File: config.mk
export PLATFORM = sky130hd
export DESIGN_NAME = trap_entry_unit
export DESIGN_NICKNAME = d
export VERILOG_FILES = /design/src/rtl/trap_pkg.sv /design/src/rtl/trap_regfile.sv /design/src/rtl/trap_ctl.sv /design/src/rtl/trap_entry_unit.sv
export SDC_FILE = /design/constraint.sdc
export NUM_CORES = 1
export LEC_CHECK = 0
export BUFFER_PORTS_ARGS = -buffer_cell sky130_fd_sc_hd__buf_2
export CORE_MARGIN = 2
export CORE_UTILIZATION = 50
export CTS_BUF_LIST = sky130_fd_sc_hd__clkbuf_4
export DETAILED_ROUTE_END_ITERATION = 12
export HOLD_SLACK_MARGIN = 0.1
export PLACE_DENSITY_LB_ADDON = 0.15
export SLEW_MARGIN = 20
export SYNTH_ARGS = -nofsm -noshare
export SYNTH_HDL_FRONTEND = slang
export SYNTH_SLANG_ARGS = --single-unit
File: constraint.sdc
create_clock -name clk -period 3.4 [get_ports clk]
set_clock_uncertainty 0.1 [all_clocks]
set_input_delay 0.68 -clock clk [delete_from_list [all_inputs] [get_ports clk]]
set_output_delay 0.68 -clock clk [all_outputs]
set_load 0.01 [all_outputs]
File: src/rtl/trap_pkg.sv
package trap_pkg;
    typedef enum logic [1:0] {
        ST_RUN   = 2'd0,
        ST_FLTWB = 2'd1,
        ST_HALT  = 2'd2
    } ctl_state_e;

    localparam logic [2:0] CAUSE_NOMAP   = 3'd1;
    localparam logic [2:0] CAUSE_PROT    = 3'd2;
    localparam logic [2:0] CAUSE_DIVERGE = 3'd4;
    localparam logic [2:0] CAUSE_DOMAIN  = 3'd5;
endpackage

File: src/rtl/trap_regfile.sv
module trap_regfile #(
    parameter int W      = 16,
    parameter int NREGS  = 8,
    parameter int NPREGS = 4,
    parameter logic [W-1:0] RST0 = '0,
    localparam int IW  = $clog2(NREGS),
    localparam int PIW = $clog2(NPREGS)
) (
    input  logic              clk,
    input  logic              rst_n,
    input  logic              ret_we,
    input  logic [IW-1:0]     ret_idx,
    input  logic [W-1:0]      ret_data,
    input  logic              pret_we,
    input  logic [PIW-1:0]    pret_idx,
    input  logic              pret_data,
    input  logic              snap,
    input  logic [W-1:0]      cause_w,
    input  logic              fwb_en,
    input  logic [W-1:0]      fwb_data,
    input  logic [IW-1:0]     rd_idx,
    output logic [W-1:0]      rd_data,
    input  logic [PIW-1:0]    prd_idx,
    output logic              prd_data,
    input  logic [IW-1:0]     sh_idx,
    output logic [W-1:0]      sh_data,
    output logic [NPREGS-1:0] sh_prd
);
    logic [W-1:0]      gpr_q [NREGS];
    logic [W-1:0]      sh_q  [NREGS];
    logic [NPREGS-1:0] prd_q;
    logic [NPREGS-1:0] shp_q;

    always_ff @(posedge clk) begin
        if (!rst_n) begin
            for (int i = 0; i < NREGS; i++) begin
                gpr_q[i] <= (i == 0) ? RST0 : '0;
                sh_q[i]  <= '0;
            end
            prd_q <= '0;
            shp_q <= '0;
        end else begin
            for (int i = 0; i < NREGS; i++) begin
                if (snap) sh_q[i] <= gpr_q[i];
                if (i == 0 && snap)
                    gpr_q[i] <= cause_w;
                else if (i == 1 && fwb_en)
                    gpr_q[i] <= fwb_data;
                else if (ret_we && ret_idx == IW'(i))
                    gpr_q[i] <= ret_data;
            end
            if (snap) shp_q <= prd_q;
            if (pret_we) prd_q[pret_idx] <= pret_data;
        end
    end

    assign rd_data  = gpr_q[rd_idx];
    assign prd_data = prd_q[prd_idx];
    assign sh_data  = sh_q[sh_idx];
    assign sh_prd   = shp_q;


    cause_r0_chk: assert property (@(posedge clk) disable iff (!rst_n)
        snap |=> gpr_q[0] == $past(cause_w));

    shadow_top_chk: assert property (@(posedge clk) disable iff (!rst_n)
        snap |=> (sh_q[NREGS-1] == $past(gpr_q[NREGS-1]) && shp_q == $past(prd_q)));
endmodule

File: src/rtl/trap_ctl.sv
module trap_ctl
    import trap_pkg::*;
#(
    parameter int W  = 16,
    parameter int LW = 4,
    parameter int TW = 3
) (
    input  logic          clk,
    input  logic          rst_n,
    input  logic          step,
    input  logic [LW-1:0] inst_len,
    input  logic          ctl_we,
    input  logic          ctl_ie,
    input  logic          ctl_sup,
    input  logic [TW-1:0] ctl_thr,
    input  logic          ent_we,
    input  logic [W-1:0]  ent_addr,
    input  logic          trap_req,
    input  logic [2:0]    trap_cause,
    input  logic          trap_rewind,
    input  logic [W-1:0]  fault_addr,
    output logic          retire_en,
    output logic          snap,
    output logic          fwb_en,
    output logic [W-1:0]  fwb_data,
    output logic [W-1:0]  pc,
    output logic          ie,
    output logic          sup,
    output logic [TW-1:0] act_thr,
    output logic [W-1:0]  sh_pc,
    output logic          sh_ie,
    output logic          sh_sup,
    output logic [TW-1:0] sh_thr,
    output logic          trap_taken
);
    ctl_state_e    state_q, state_d;
    logic [W-1:0]  pc_q, entry_q, fa_q, sh_pc_q, adv_pc;
    logic          ie_q, sup_q, sh_ie_q, sh_sup_q, taken_q;
    logic [TW-1:0] thr_q, sh_thr_q;
    logic          run, take, pf_cause;

    // Output process: decode of the current state
    always_comb begin
        run       = 1'b0;
        fwb_en    = 1'b0;
        unique case (state_q)
            ST_RUN:   run    = 1'b1;
            ST_FLTWB: fwb_en = 1'b1;
            ST_HALT:  ;
            default:  ;
        endcase
        take      = run && trap_req && ie_q;
        retire_en = run && step;
        snap      = take;
    end

    assign pf_cause = (trap_cause == CAUSE_NOMAP) || (trap_cause == CAUSE_PROT);
    assign adv_pc   = pc_q + W'(inst_len);

    always_comb begin
        state_d = state_q;
        unique case (state_q)
            ST_RUN: begin
                if (take && pf_cause)
                    state_d = ST_FLTWB;
                else if (!take && retire_en && ctl_we && ctl_thr == '0)
                    state_d = ST_HALT;
            end
            ST_FLTWB: state_d = ST_RUN;
            ST_HALT:  state_d = ST_HALT;
            default:  state_d = ST_RUN;
        endcase
    end

    // State register
    always_ff @(posedge clk) begin
        if (!rst_n) state_q <= ST_RUN;
        else        state_q <= state_d;
    end

    always_ff @(posedge clk) begin
        if (!rst_n) begin
            pc_q     <= '0;
            ie_q     <= 1'b0;
            sup_q    <= 1'b1;
            thr_q    <= TW'(1);
            entry_q  <= '0;
            fa_q     <= '0;
            sh_pc_q  <= '0;
            sh_ie_q  <= 1'b0;
            sh_sup_q <= 1'b0;
            sh_thr_q <= '0;
            taken_q  <= 1'b0;
        end else begin
            taken_q <= take;
            if (retire_en && ent_we) entry_q <= ent_addr;
            if (take) begin
                sh_pc_q  <= trap_rewind ? pc_q : (step ? adv_pc : pc_q);
                sh_ie_q  <= ie_q;
                sh_sup_q <= sup_q;
                sh_thr_q <= thr_q;
                fa_q     <= fault_addr;
                pc_q     <= entry_q;
                ie_q     <= 1'b0;
                sup_q    <= 1'b1;
                thr_q    <= TW'(1);
            end else if (retire_en) begin
                pc_q <= adv_pc;
                if (ctl_we) begin
                    ie_q  <= ctl_ie;
                    sup_q <= ctl_sup;
                    thr_q <= ctl_thr;
                end
            end
        end
    end

    assign fwb_data   = fa_q;
    assign pc         = pc_q;
    assign ie         = ie_q;
    assign sup        = sup_q;
    assign act_thr    = thr_q;
    assign sh_pc      = sh_pc_q;
    assign sh_ie      = sh_ie_q;
    assign sh_sup     = sh_sup_q;
    assign sh_thr     = sh_thr_q;
    assign trap_taken = taken_q;


    trap_ignored_chk: assert property (@(posedge clk) disable iff (!rst_n)
        (trap_req && !ie_q) |=> !trap_taken);

    trap_entry_chk: assert property (@(posedge clk) disable iff (!rst_n)
        take |=> (!ie_q && sup_q && thr_q == TW'(1) && pc_q == $past(entry_q) && trap_taken));

    rewind_pc_chk: assert property (@(posedge clk) disable iff (!rst_n)
        (take && trap_rewind) |=> sh_pc_q == $past(pc_q));

    fwb_single_chk: assert property (@(posedge clk) disable iff (!rst_n)
        (state_q == ST_FLTWB) |=> (state_q == ST_RUN && $stable(pc_q)));

    halt_hold_chk: assert property (@(posedge clk) disable iff (!rst_n)
        (state_q == ST_HALT) |=> ($stable(pc_q) && $stable(ie_q) && thr_q == '0 && !trap_taken));
endmodule

File: src/rtl/trap_entry_unit.sv
module trap_entry_unit #(
    parameter int W       = 16,
    parameter int NTHDS   = 4,
    parameter int CORE_ID = 3,
    parameter int NREGS   = 8,
    parameter int NPREGS  = 4,
    parameter int LW      = 4,
    localparam int TW  = $clog2(NTHDS + 1),
    localparam int IW  = $clog2(NREGS),
    localparam int PIW = $clog2(NPREGS)
) (
    input  logic              clk,
    input  logic              rst_n,
    input  logic              step,
    input  logic [LW-1:0]     inst_len,
    input  logic              gpr_we,
    input  logic [IW-1:0]     gpr_idx,
    input  logic [W-1:0]      gpr_wdata,
    input  logic              prd_we,
    input  logic [PIW-1:0]    prd_idx,
    input  logic              prd_wdata,
    input  logic              ctl_we,
    input  logic              ctl_ie,
    input  logic              ctl_sup,
    input  logic [TW-1:0]     ctl_thr,
    input  logic              ent_we,
    input  logic [W-1:0]      ent_addr,
    input  logic              trap_req,
    input  logic [2:0]        trap_cause,
    input  logic              trap_rewind,
    input  logic [W-1:0]      fault_addr,
    input  logic [IW-1:0]     rd_idx,
    output logic [W-1:0]      rd_data,
    input  logic [PIW-1:0]    prd_rd_idx,
    output logic              prd_rd_data,
    input  logic [IW-1:0]     sh_idx,
    output logic [W-1:0]      sh_data,
    output logic [NPREGS-1:0] sh_prd,
    output logic [W-1:0]      sh_pc,
    output logic              sh_ie,
    output logic              sh_sup,
    output logic [TW-1:0]     sh_thr,
    output logic [W-1:0]      pc,
    output logic              ie,
    output logic              sup,
    output logic [TW-1:0]     act_thr,
    output logic              trap_taken
);
    localparam logic [W-1:0] RST0 = (W'(NTHDS) << (W / 2)) | W'(CORE_ID);

    logic         retire_en, snap, fwb_en;
    logic [W-1:0] fwb_data;

    trap_ctl #(.W(W), .LW(LW), .TW(TW)) u_ctl (
        .clk(clk), .rst_n(rst_n), .step(step), .inst_len(inst_len),
        .ctl_we(ctl_we), .ctl_ie(ctl_ie), .ctl_sup(ctl_sup), .ctl_thr(ctl_thr),
        .ent_we(ent_we), .ent_addr(ent_addr),
        .trap_req(trap_req), .trap_cause(trap_cause), .trap_rewind(trap_rewind),
        .fault_addr(fault_addr),
        .retire_en(retire_en), .snap(snap), .fwb_en(fwb_en), .fwb_data(fwb_data),
        .pc(pc), .ie(ie), .sup(sup), .act_thr(act_thr),
        .sh_pc(sh_pc), .sh_ie(sh_ie), .sh_sup(sh_sup), .sh_thr(sh_thr),
        .trap_taken(trap_taken)
    );

    trap_regfile #(.W(W), .NREGS(NREGS), .NPREGS(NPREGS), .RST0(RST0)) u_rf (
        .clk(clk), .rst_n(rst_n),
        .ret_we(retire_en && gpr_we), .ret_idx(gpr_idx), .ret_data(gpr_wdata),
        .pret_we(retire_en && prd_we), .pret_idx(prd_idx), .pret_data(prd_wdata),
        .snap(snap), .cause_w(W'(trap_cause)),
        .fwb_en(fwb_en), .fwb_data(fwb_data),
        .rd_idx(rd_idx), .rd_data(rd_data),
        .prd_idx(prd_rd_idx), .prd_data(prd_rd_data),
        .sh_idx(sh_idx), .sh_data(sh_data), .sh_prd(sh_prd)
    );
endmodule

# Word level (Yosys, flattened, before mapping)
# Memory sizes are Yosys's and may differ from the RTL's.
# Index checks and enable logic that the tools add are counted.
# W data, S select, Z words.
# word_totals
reg_bits	85
ram_bits	256
input_bits	83
out_inout_bits	80
elab_cells	143
memories	2
# op_classes
n_addsub	1
magnitude_cmp	3
n_eq_ne	12
muxes	65
bitwise_logic	19
n_reduce_logical	27
# memory_table
name	depth	width	rd	rd_clocked_by_memory_dff	wr	line_no	rtl
u_rf.gpr_q	8	16	9	0	8	trap_regfile.sv:29	logic [W-1:0] gpr_q [NREGS];
u_rf.sh_q	8	16	1	0	8	trap_regfile.sv:30	logic [W-1:0] sh_q [NREGS];
# ops
operator	count
$mux W16	22
$mux W1	37
$logic_and A1 B1 Y1	19
$or A1 B1 Y1	18
$add A16 B4 Y16	1
$eq A3 B3 Y1 const B	4
$eq A3 B2 Y1 const B	3
$eq A3 B1 Y1 const B	2
$logic_not A3 Y1	2
$lt A2 B3 Y1 const B	2
$bwmux W4	1
$mux W2	2
$pmux W2 S2	1
$ne A3 B1 Y1 const B	1
$bmux W1 S2	1
$demux W1 S2	1
$eq A2 B1 Y1 const B	1
$eq A2 B2 Y1 const B	1
$ge A2 B1 Y1 const B	1
$logic_not A2 Y1	1
$reduce_and A2 Y1	1
$reduce_bool A2 Y1	1
$reduce_or A2 Y1	1
$logic_not A1 Y1	1
2 further kinds	2

# Depth between registers and ports, before layout
# Gate-level depths: netlist of run 1.
# depth
ltp_word	11
depth_mapped	8
depth_no_buf	7

# By module
# Synthesis of run 1 repeated with hierarchy kept, for this count alone.
# hier_totals
cells_unflattened	1163
hier_area_um2	15471.1
# modules_own_cells
module	n_inst	cells_per_inst	area_each_um2	seq_area_each_um2
trap_regfile	1	754	12075.3	7847.5
trap_ctl	1	406	3379.5	1541.5
trap_entry_unit	1	3	16.3	0.0

# Least setup slack after synthesis of run 1
# Ideal clock, no wire load.
# synth_timing
kind	input -> register
from	input port trap_req
to	memory u_rf.gpr_q[0][11], data pin
setup_time_ps	255
t_arrival_ps	3199
required_time_ps	3045
setup_slack_ps	-153
cell_stages	7
n_path_buf	2
cell_sequence	nor4bb_1 > buf_2 > nor2_2 > inv_2 > nor2_1 > clkbuf_1 > and2_1
# synth_lines
element	line_no	rtl
start, declared	trap_entry_unit.sv:28	input logic trap_req,
end, declared	trap_regfile.sv:29	

# Worst setup path after layout of run 1
# layout_timing
from	input port rd_idx[0]
to	output port rd_data[3]
# layout_between
elab_chain_cells	1
# layout_rtl
element	line_no	rtl
start, declared	trap_entry_unit.sv:32	input logic [IW-1:0] rd_idx,
$mem_v2 Z8 W16	n/a	
end, declared	trap_entry_unit.sv:33	output logic [W-1:0] rd_data,
# Every way passes these cells.

==> results of run 1 <==
-- kinds of logic (layout without fill, tap and decap cells) --
logic type,Yosys count,in the layout
AOI/OAI and AO/OA,135,135
muxes,102,102
adders and majority gates,5,5
other,0,1
buffers and inverters,110,402
xor gates and xnor gates,18,18
DFF,341,341
and+or+nand+nor,430,430
-- what timing repair did --
action                                  4_1_cts  5_1_grt
endpoints found under the hold margin        26        2
endpoints found under the setup margin        0        0
hold buffers                                 26        2
gates resized for setup                       0        0
buffers inserted                              0        0
-- sequential cells by signal, indices dropped and copies added, names as in the netlist, 4 cells and up --
name and flops:
u_ctl.sh_pc 16, u_rf.gpr_q 128, u_rf.prd_q 4, u_rf.sh_prd 4, u_ctl.fwb_data 16, u_ctl.pc 16, u_ctl.entry_q 16, u_rf.sh_q 128
-- layout make-up --
class                           count  area [um^2]
Fill cell                        2427        11800
Sequential cell                   341         9390
Multi-Input combinational cell    690         5090
Timing Repair Buffer              221         1410
Clock buffer                      138         1040
Tap cell                          390          488
Clock inverter                     23          218
Inverter                           20         77.6
Antenna cell                        1         2.50
-- critical path: stages --
cell and delay, ns:
sky130_fd_sc_hd__buf_2 0.10, sky130_fd_sc_hd__buf_12 0.27, sky130_fd_sc_hd__mux4_2 0.57, sky130_fd_sc_hd__mux2_2 0.33, sky130_fd_sc_hd__buf_2 0.15
-- routing by layer --
layer,up-vias,share of wire,global-route usage
met5,-,0.00035,0
met4,2,0.033,0.104
met3,64,0.068,0.0579
met2,368,0.51,0.424
met1,4841,0.39,0.293
li1,4749,-,-
-- final timing paths --
path,start,end,depth (start not counted)
max,rd_idx[0],rd_data[3],5
min,fault_addr[9],u_ctl.fwb_data[9],3
max reg2reg,u_ctl.pc[0],u_ctl.sh_pc[12],7
min reg2reg,u_ctl.sh_pc[7],u_ctl.sh_pc[7],2
-- Yosys cell counts (2+ instances only) --
cell type                    n
sky130_fd_sc_hd__nor2_2      2
sky130_fd_sc_hd__o22ai_1     4
sky130_fd_sc_hd__a311oi_1    2
sky130_fd_sc_hd__clkbuf_1   64
sky130_fd_sc_hd__xor2_1     15
sky130_fd_sc_hd__or3_1       2
sky130_fd_sc_hd__xnor2_1     3
sky130_fd_sc_hd__nand3_1    22
sky130_fd_sc_hd__o311ai_0    2
sky130_fd_sc_hd__nand2b_1    3
sky130_fd_sc_hd__a31oi_1     6
sky130_fd_sc_hd__and2_0      2
sky130_fd_sc_hd__o21ai_0    25
sky130_fd_sc_hd__nor3_1      4
sky130_fd_sc_hd__nor4_1      2
sky130_fd_sc_hd__nand4_1    10
sky130_fd_sc_hd__a211oi_1    2
sky130_fd_sc_hd__dfxtp_1    85
sky130_fd_sc_hd__inv_2       2
sky130_fd_sc_hd__and3_1     99
sky130_fd_sc_hd__mux4_2     65
sky130_fd_sc_hd__nand3b_1    2
sky130_fd_sc_hd__edfxtp_1  256
sky130_fd_sc_hd__ha_1        4
sky130_fd_sc_hd__a21oi_1    60
sky130_fd_sc_hd__inv_1      17
sky130_fd_sc_hd__a22oi_1     5
sky130_fd_sc_hd__mux2i_1     5
sky130_fd_sc_hd__nor3b_1     2
sky130_fd_sc_hd__and2_1     46
sky130_fd_sc_hd__o32a_1      2
sky130_fd_sc_hd__a22o_1     17
sky130_fd_sc_hd__buf_1       6
sky130_fd_sc_hd__buf_2      18
sky130_fd_sc_hd__nand2_1   137
sky130_fd_sc_hd__nor2_1     87
sky130_fd_sc_hd__a222oi_1    3
sky130_fd_sc_hd__mux2_2     32
sky130_fd_sc_hd__o211ai_1    3
-- through the flow --
| stage | setup slack [ns] | hold WS [ns] | cell area [um^2] | cells | total power [uW] |
|---|---|---|---|---|---|
| floorplan | 0.467 | 0.325 | 14900 | 1141 | 5260 |
| global placement | 0.492 | 0.336 | 16200 | 1634 | 5580 |
| detailed placement | 0.476 | 0.339 | 16200 | 1634 | 5600 |
| CTS | 0.463 | 0.101 | 17700 | 1821 | 9460 |
| global route | 0.418 | 0.108 | 17700 | 1824 | 9760 |
| finish | 0.489 | 0.142 | 17700 | 1824 | 9360 |
-- power breakdown --
group	switching, uW	internal, uW	leakage [uW]	total (uW)
clock	1610	2220	0.000736	3830
sequential	79.4	4650	0.00337	4730
combinational	456	342	0.00314	798
total	2150	7210	0.00725	9360
==> results.yml, run 1 <==
status:
  run_status: "finished, final reports clean"
placement:
  finalWeightedCongestion: 0.817
  placement.io_buffers: 162
  hpwl_um: 24300
global_routing:
  global_route.overflow_total: 0
  grt_start_max_net_pins: 131
  initial_antenna_violation_count: 2
  number_of_global_route_vias_before_repair: 10300
  groute.usage.overall: 0.245
  grt_first_pass_wirelength_um: 57300
timing:
  final_hold_viol_count: 0
  finalCritPeriodShare: 0.856
  worst_slew_slack_as_a_fraction_of_its_limit: 0.405
  fmaxAchievable_mhz: 344
  timing.final.max_slew_violations: 0
  tightestPinTransition_ns: 0.892
  finalSetupViolCount: 0
  rsz_0062_raised_after_global_routing: "false"
  post-route-min-period_ns: 2.91
  setup_tns_ns: 0
floorplan:
  coreArea_um2: 29500
  boundaryPins: 163
  starting_utilization_of_the_core_area: 0.505
  die-width_um: 177
  core.rowCount: 63
  fp.dieH_um: 177
  floorplan.die_area_um2: 31200
drt:
  vias: 10000
  route.detailed.drc: 0
  number_of_drc_violations_after_detailed_routing_iteration_0: 666
  firstDrtPassIters: 5
  ant_nets: 0
  vias_per_cell: 5.50
  routed_wirelength_um: 37400
  detail_route.wl_per_cell_um: 20.5
clock_network:
  worst_skew_pair.late_latency_ns: 0.69
  clock_tree.root_cell: "sky130_fd_sc_hd__clkbuf_4"
  ctsHtreeMaxLevel: 3
  clk_pin_slew_ns: 0.06
  max-clock-path-buffers: 3
  clock-sinks: 341
  cts_tree: "yes"
  tritoncts.num_buffers: 87
synth:
  synthMuxAreaShare: 0.126
  synthDominantCellAreaShare: 0.516
  synth-async-reset-ratio: 0
  syn-num-nets: 1229
  synth_seq_area_share: 0.630
  post_synth_main_area_contributors: "sky130_fd_sc_hd__edfxtp_1, sky130_fd_sc_hd__dfxtp_1, sky130_fd_sc_hd__mux4_2"
  synth_cells: 1141
  ys_seq_elements: 341
  post_synth_xor_area_fraction: 0.0106
  yosys.area_share.simple: 0.143
  synth_compound_area_frac: 0.0556
  yosys.cell_types.count: 57
  synth_largest_area_cell: "sky130_fd_sc_hd__edfxtp_1"
  dominant_combinational_cell_family_by_area_after_synthesis: "simple AND/OR/NAND/NOR gates"
  syn_area_per_cell_um2: 13.1
  mappedNetlistArea_um2: 14900
  synth_top_flop_cell: "sky130_fd_sc_hd__edfxtp_1"
  adder_cell_area_share_of_the_yosys_netlist: 0.00470
  synth_edf_count: 256
  ys.warnings.count: 0
critical_path:
  path_max_fanout: 32
  criticalPathCategory: "in2out"
  crit_required_ns: 2.62
  ff2ff_setup_slack_ns: 0.91
  timing.critical_path.arrival_ns: 2.13
  worst_setup_path_start_kind: "input pin"
  worst_setup_path_end_kind: "output pin"
pwr:
  cellPowerDensity_nw_per_um2: 528
  max-vdd-ir-drop_mv: 0.337
  power_leakage_uw: 0.00725
layout:
  commonest_non_fill_non_tap_cell_in_the_layout: "sky130_fd_sc_hd__edfxtp_1"
  synth_to_final_area_change_pct: 18.9
  design.final.nets: 1449
  share_of_cells_above_drive_strength_1: 0.311
  layout.cells.most_common_list: "sky130_fd_sc_hd__edfxtp_1, sky130_fd_sc_hd__buf_2, sky130_fd_sc_hd__clkbuf_4"
  final_core_util: 0.601
flow_run:
  reported_max_cap_violation_count: 0
hold_path:
  min_path_type: "in2reg"
(Power assumes the default switching activity.)
==> inputs of run 2 (changes only) <==
--- a/config.mk
+++ b/config.mk
@@ -6,8 +6,10 @@
 export NUM_CORES = 1
 export LEC_CHECK = 0
 export BUFFER_PORTS_ARGS = -buffer_cell sky130_fd_sc_hd__buf_2
+export CELL_PAD_IN_SITES_DETAIL_PLACEMENT = 0
+export CELL_PAD_IN_SITES_GLOBAL_PLACEMENT = 2
 export CORE_MARGIN = 2
-export CORE_UTILIZATION = 50
+export CORE_UTILIZATION = 38
 export CTS_BUF_LIST = sky130_fd_sc_hd__clkbuf_4
 export DETAILED_ROUTE_END_ITERATION = 12
 export HOLD_SLACK_MARGIN = 0.1
==> results.yml, run 2 (synthesis results as in run 1) <==
timing:
  post-route-min-period_ns: 2.98
  rsz_0062_raised_after_global_routing: "false"
  timing.final.max_slew_violations: 0
  fmaxAchievable_mhz: 335
  worst_slew_slack_as_a_fraction_of_its_limit: 0.447
  tightestPinTransition_ns: 0.829
  finalSetupViolCount: 0
  fin_hold_ws_ns: 0.182
  finalCritPeriodShare: 0.877
  final_hold_viol_count: 0
  setup_tns_ns: 0
clock_network:
  ctsHtreeMaxLevel: 3
  clk_pin_slew_ns: 0.06
  cts_tree: "yes"
  max-clock-path-buffers: 3
  worst_skew_pair.late_latency_ns: 0.74
  clock-sinks: 341
  tritoncts.num_buffers: 95
  cts-resized-gates: 0
  clock_tree.root_cell: "sky130_fd_sc_hd__clkbuf_4"
  cts_setup_buffers: 0
pwr:
  power.share.sequential: 0.503
  power_leakage_uw: 0.00732
  power.share.switching: 0.237
  comb_power_share: 0.088
  max-vdd-ir-drop_mv: 0.218
  cellPowerDensity_nw_per_um2: 521
  power_frac_clock: 0.409
  power.net_switching_uw: 2230
  internal_power_uw: 7170
critical_path:
  worst_setup_path_end_kind: "output pin"
  timing.critical_path.arrival_ns: 2.20
  criticalPathCategory: "reg2out"
  crit_required_ns: 2.62
  worst_setup_path_start_kind: "flop"
  path_max_fanout: 2
floorplan:
  die-width_um: 202
  fp.dieH_um: 202
  floorplan.die_area_um2: 40800
  core.rowCount: 72
  starting_utilization_of_the_core_area: 0.385
  coreArea_um2: 38600
  boundaryPins: 163
global_routing:
  global_route.overflow_total: 0
  groute.usage.overall: 0.210
  grt_start_max_net_pins: 129
  initial_antenna_violation_count: 3
  number_of_global_route_vias_before_repair: 10500
  grt_first_pass_wirelength_um: 64200
hold_path:
  min_path_type: "in2reg"
drt:
  vias_per_cell: 5.14
  vias: 10100
  route.detailed.drc: 0
  firstDrtPassIters: 5
  number_of_drc_violations_after_detailed_routing_iteration_0: 621
  detail_route.wl_per_cell_um: 21.4
  routed_wirelength_um: 42200
  ant_nets: 0
placement:
  finalWeightedCongestion: 0.768
  hpwl_um: 27400
  placement.io_buffers: 162
layout:
  synth_to_final_area_change_pct: 21.1
  design.final.nets: 1475
  commonest_non_fill_non_tap_cell_in_the_layout: "sky130_fd_sc_hd__edfxtp_1"
  top_regs: "u_rf.gpr_q (128), u_rf.sh_q (128)"
  fillCellCount: 3626
  share_of_cells_above_drive_strength_1: 0.312
  layout.cells.most_common_list: "sky130_fd_sc_hd__edfxtp_1, sky130_fd_sc_hd__buf_2, sky130_fd_sc_hd__clkbuf_4"
flow_run:
  reported_max_cap_violation_count: 0
status:
  run_status: "finished, final reports clean"
-- run 2: worst paths after layout --
| check | from | end | slack, ns | cells after the start |
|---|---|---|---|---|
| setup / recovery | u_rf.gpr_q[1][8] | rd_data[8] | 0.42 | 3 |
| hold / removal | ctl_we | u_ctl.act_thr[0] | 0.18 | 3 |
| setup reg to reg | u_ctl.state_q[0] | u_ctl.state_q[0] | 0.94 | 5 |
| hold reg to reg | u_rf.sh_prd[0] | u_rf.sh_prd[0] | 0.35 | 2 |
-- run 2: final cells by class --
type / instances / area, um^2 / area share
clock inverter: 12 / 124 / 0.00687
multi-input combinational: 690 / 5090 / 0.282
sequential: 341 / 9390 / 0.521
tap: 518 / 648 / 0.0359
clock buffer: 148 / 1110 / 0.0616
inverter: 20 / 77.6 / 0.00430
antenna: 3 / 7.51 / 0.000416
timing repair buffer: 239 / 1590 / 0.0882
-- run 2: critical path, cell delays in order (launching register included) --
cell                       delay, ns
sky130_fd_sc_hd__edfxtp_1       0.51
sky130_fd_sc_hd__mux4_2         0.50
sky130_fd_sc_hd__mux2_2         0.30
sky130_fd_sc_hd__buf_2          0.15
-- run 2: power groups by stage --
stage	registers (uW)	logic, uW	clock network [uW]
finish	4730	827	3840
global route	4750	902	4190
CTS	4730	846	3960
detailed placement	4820	805	0
global placement	4820	800	0
floorplan	4790	469	0
-- run 2: metal layers --
metal  track usage  up-vias  share of wire
li1              -     4795              -
met1         0.271     4965           0.43
met2         0.349      283           0.49
met3        0.0487       87          0.052
met4        0.0735        2          0.026
met5             0        -        0.00031
-- run 2: per-stage QoR --
step	std cells	power (uW)	utilization	setup WS, ns	instance area [um^2]
detailed placement	1763	5630	0.423	0.476	16300
CTS	1968	9540	0.466	0.304	18000
finish	1971	9400	0.467	0.419	18000
floorplan	1141	5260	-	0.467	14900
global placement	1763	5620	0.423	0.482	16300
global route	1970	9840	0.467	0.315	18000
-- run 2: repair_timing --
action / 4_1_cts / 5_1_grt
hold endpoints to repair: 44 / 0
setup endpoints to repair: 0 / 0
hold buffers: 45 / 0
